`src/rtl/bus8_lane_seq.sv`:
```
module bus8_lane_seq #(
  parameter int LANES = 4,
  localparam int AW = (LANES > 1) ? $clog2(LANES) : 1
) (
  input  logic             clk,
  input  logic             rst_n,
  input  logic [LANES-1:0] be_n,
  input  logic             ads_n,
  input  logic             rdy_n,
  output logic [AW-1:0]    addr_lo,
  output logic [LANES-1:0] lane_oe_n,
  output logic             xfer_done
);

  logic [LANES-1:0] req;
  logic [AW-1:0]    low_idx;
  logic             last_byte;
  logic             cyc_q, last_q, done_q;
  logic [AW-1:0]    addr_q;

  assign req       = ~be_n;
  assign last_byte = (req & (req - LANES'(1))) == '0;

  always_comb begin
    low_idx = '0;
    for (int i = LANES - 1; i >= 0; i--)
      if (req[i]) low_idx = AW'(i);
  end

  wire start = !cyc_q && !ads_n;
  wire finish = cyc_q && !rdy_n;

  always_ff @(posedge clk or negedge rst_n) begin
    if (!rst_n) begin
      cyc_q  <= 1'b0;
      last_q <= 1'b0;
      done_q <= 1'b0;
      addr_q <= '0;
    end else begin
      done_q <= finish && last_q;
      if (start) begin
        cyc_q  <= |req;
        addr_q <= low_idx;
        last_q <= last_byte;
      end else if (finish) begin
        cyc_q <= 1'b0;
      end
    end
  end

  assign addr_lo   = addr_q;
  assign xfer_done = done_q;

  for (genvar g = 0; g < LANES; g++) begin : g_lane
    assign lane_oe_n[g] = !(cyc_q && addr_q == AW'(g));
  end


  one_lane_chk: assert property (@(posedge clk) disable iff (!rst_n)
    cyc_q |-> $countones(~lane_oe_n) == 1);


  idle_lanes_chk: assert property (@(posedge clk) disable iff (!rst_n)
    !cyc_q |-> &lane_oe_n);


  hold_addr_chk: assert property (@(posedge clk) disable iff (!rst_n)
    cyc_q && $past(cyc_q) |-> $stable(addr_lo) && $stable(lane_oe_n));


  done_pulse_chk: assert property (@(posedge clk) disable iff (!rst_n)
    xfer_done |=> !xfer_done);


  done_idle_chk: assert property (@(posedge clk) disable iff (!rst_n)
    xfer_done |-> !cyc_q && &lane_oe_n);

endmodule

```
`config.mk`:
```
export PLATFORM = sky130hd
export DESIGN_NAME = bus8_lane_seq
export DESIGN_NICKNAME = d
export VERILOG_FILES = /design/src/rtl/bus8_lane_seq.sv
export SDC_FILE = /design/constraint.sdc
export NUM_CORES = 1
export LEC_CHECK = 0
export BUFFER_PORTS_ARGS = -buffer_cell sky130_fd_sc_hd__buf_2
export CAP_MARGIN = 40
export CORE_AREA = 2 2 39 41
export CTS_CLUSTER_DIAMETER = 120
export DETAILED_ROUTE_END_ITERATION = 8
export DIE_AREA = 0 0 41 43
export GPL_TIMING_DRIVEN = 0
export REMOVE_ABC_BUFFERS = 1
export SYNTH_ARGS = -nofsm -noshare
export SYNTH_HDL_FRONTEND = slang
export SYNTH_SLANG_ARGS = --single-unit
```
`constraint.sdc`:
```
create_clock -name clk -period 2.03 [get_ports clk]
set_clock_uncertainty 0.1 [all_clocks]
set_input_delay 0.1015 -clock clk [delete_from_list [all_inputs] [get_ports clk]]
set_output_delay 0.1015 -clock clk [all_outputs]
set_load 0.02 [all_outputs]
```
==> impl_metrics.ini <==
[die]
core_area_mm2 = 0.001384
start_util_pct = 19.89
num_rows = 14
io_pins = 15
die_w_um = 41
die_h_um = 43
dieArea_mm2 = 0.001763

[hold_path]
hp-class = primary input to flip-flop

[detailed_routing]
wl_per_cell_um = 9.234
first_pass_iters = 4
drc = 0
drtIter0Drc = 2
wl_um = 591
vias = 261
viasPerCell = 4.078
ant_nets = 0

[pwr]
finalPower_uw = 342.3
p_int_uw = 231.1
combinationalPowerShare_pct = 26.6
clkPwrFrac_pct = 33.7
switchingPower_uw = 111.2
vdd_drop_max_mv = 0.1731
leakage_nw = 0.1930
power.density_mw_per_mm2 = 854.9
p_seq_share_pct = 39.7
swShare_pct = 32.48

[sta]
slew_viol_final = 0
setup_tns_ps = 0
timing.slew.headroom_pct = 79.47
finalHoldViolCount = 0
setup_viol = 0
rsz0062_at_grt = false
min_period_ps = 1484
fin_crit_sh_pct = 73.12
clock.fmax_mhz = 673.7
tightest_slew_ps = 307.9

[logic_synthesis]
synth_warnings = 0
seq_area_frac_synth_pct = 45.45
synthDistinctLibCells = 17
ys_seq_elements = 5
synth_top_area_share_pct = 45.45
synth_largest_area_cell = dfrtp_1
syn_area_per_cell_um2 = 9.492
syn-cell-area_um2 = 275.3
ys_top_cells_by_area = dfrtp_1, nand2_1, nand3b_1, buf_6, maj3_2
synthCells = 29

[outcome]
status = finished, final reports clean

[cts]
post_cts_buffers = 0
cts_hold_buf = 2
clk_path_buf_depth = 2
path_clk_slew_ps = 40
cts_tree = done
clk_latency_ps = 240
cts_root_buf = clkbuf_4
cts_made_buffers = 3
cts_sinks = 5
ctsResizeCount = 0
ctsHtreeMaxLevel = 1

[layout]
fin_area_um2 = 400.4
nFillCells = 157
diodes = 0
drive_gt1_share_pct = 39.58
seqCellArea_um2 = 125.1
area_growth_pct = 45.45
multiInputGateArea_um2 = 135.1
nets = 57

[grt]
grt_max_degree = 10
antenna_found_initial = 0
grt_pass1_wl_um = 903
grt_pass1_vias = 213
track_usage_pct = 8.040
overflow = 0

[worst_setup_path]
path_class = flip-flop to output pin
critPathLaunchType = flip-flop
critPathRequiredTime_ps = 1830
arrival_ps = 1280
end_kind = output pin
crit_path_max_fanout = 9

[placement]
placed_cell_area_um2 = 354.1
io_buffers = 14
gp_congestion = 0.6999

[run]
drv_cap = 0
[critical path: stages (launching register included)]
cell and delay [ps]:
dfrtp_1 510, or3b_1 370, buf_2 160
[synthesized netlist by cell type]
cell      number
nand3b_1       2
nor2_1         2
inv_1          1
nand3_1        2
nand2_1        5
a41o_1         1
nor2b_1        1
maj3_2         1
nand4_1        1
nor2_4         1
o21ai_1        1
buf_6          1
a31o_1         1
o21ai_0        2
dfrtp_1        5
or3b_1         1
a31oi_1        1
[power by group through the flow]
stage	combinational [mW]	sequential (mW)	clock (mW)
floorplan	0.0447	0.145	0
global placement	0.0884	0.137	0
detailed placement	0.0892	0.138	0
CTS	0.0923	0.136	0.120
global route	0.100	0.139	0.131
finish	0.0911	0.136	0.115
[cells by family (layout without fill, tap and decap cells)]
logic type	after synthesis	count (layout)	synth area share, %
adder cells (fa/ha/maj)	1	1	4.091
AO/OA/AOI/OAI	6	6	14.55
flip-flops	5	5	45.45
buffers and inverters	2	21	5.453
AND/OR/NAND/NOR	15	15	30.46
[layer usage]
layer	up-vias	part of all wire (%)	global-route usage (%)
li1	142	-	-
met1	105	51	10.97
met2	14	39	8.750
met3	0	9.6	1.571
met4	0	0	10.00
met5	-	0	0
[registers in the layout, summed over array words and instances, names as in the netlist]
register and count:
xfer_done 1, last_q 1, addr_lo 2, cyc_q 1
[cells in the final DEF (no fill, tap or decap)]
cell type and n:
o21ai_0 2, o21ai_1 1, or3b_1 1, maj3_2 1
buf_2 14, dlygate4sd3_1 2, nand3b_1 2, inv_1 1
nand2_1 5, nor2_1 2, clkbuf_4 3, a31o_1 1
nor2_4 1, clkbuf_1 1, dfrtp_1 5, nand3_1 2
nor2b_1 1, a31oi_1 1, a41o_1 1, nand4_1 1
[per-stage QoR]
step | utilization (%) | instances | worst slack [ps] | hold WS (ps)
6_report | 28.93 | 64 | 545.8 | 41.79
5_1_grt | 28.93 | 64 | 474.4 | 49.70
4_1_cts | 28.93 | 64 | 536.0 | 34.58
3_5_place_dp | 25.59 | 58 | 802.5 | -177.8
3_3_place_gp | 25.59 | 58 | 807.6 | -178.5
2_1_floorplan | - | 28 | 868.6 | -294.1
[cell type report]
class	instances	area share, %
multi-input combinational	22	33.75
sequential	5	31.25
timing repair buffer	16	22.50
clock buffer	4	6.563
tap	16	5.000
inverter	1	0.9375
[worst paths after layout]
path	cells after the start	start	to	slack (ps)
max	2	cyc_q	lane_oe_n[0]	550
min	3	be_n[0]	last_q	40
max reg2reg	3	cyc_q	addr_lo[0]	910
min reg2reg	2	last_q	xfer_done	410
max in group asynchronous	2	rst_n	addr_lo[0]	1600
min in group asynchronous	2	rst_n	xfer_done	110
Power figures use the tool's default switching activity.
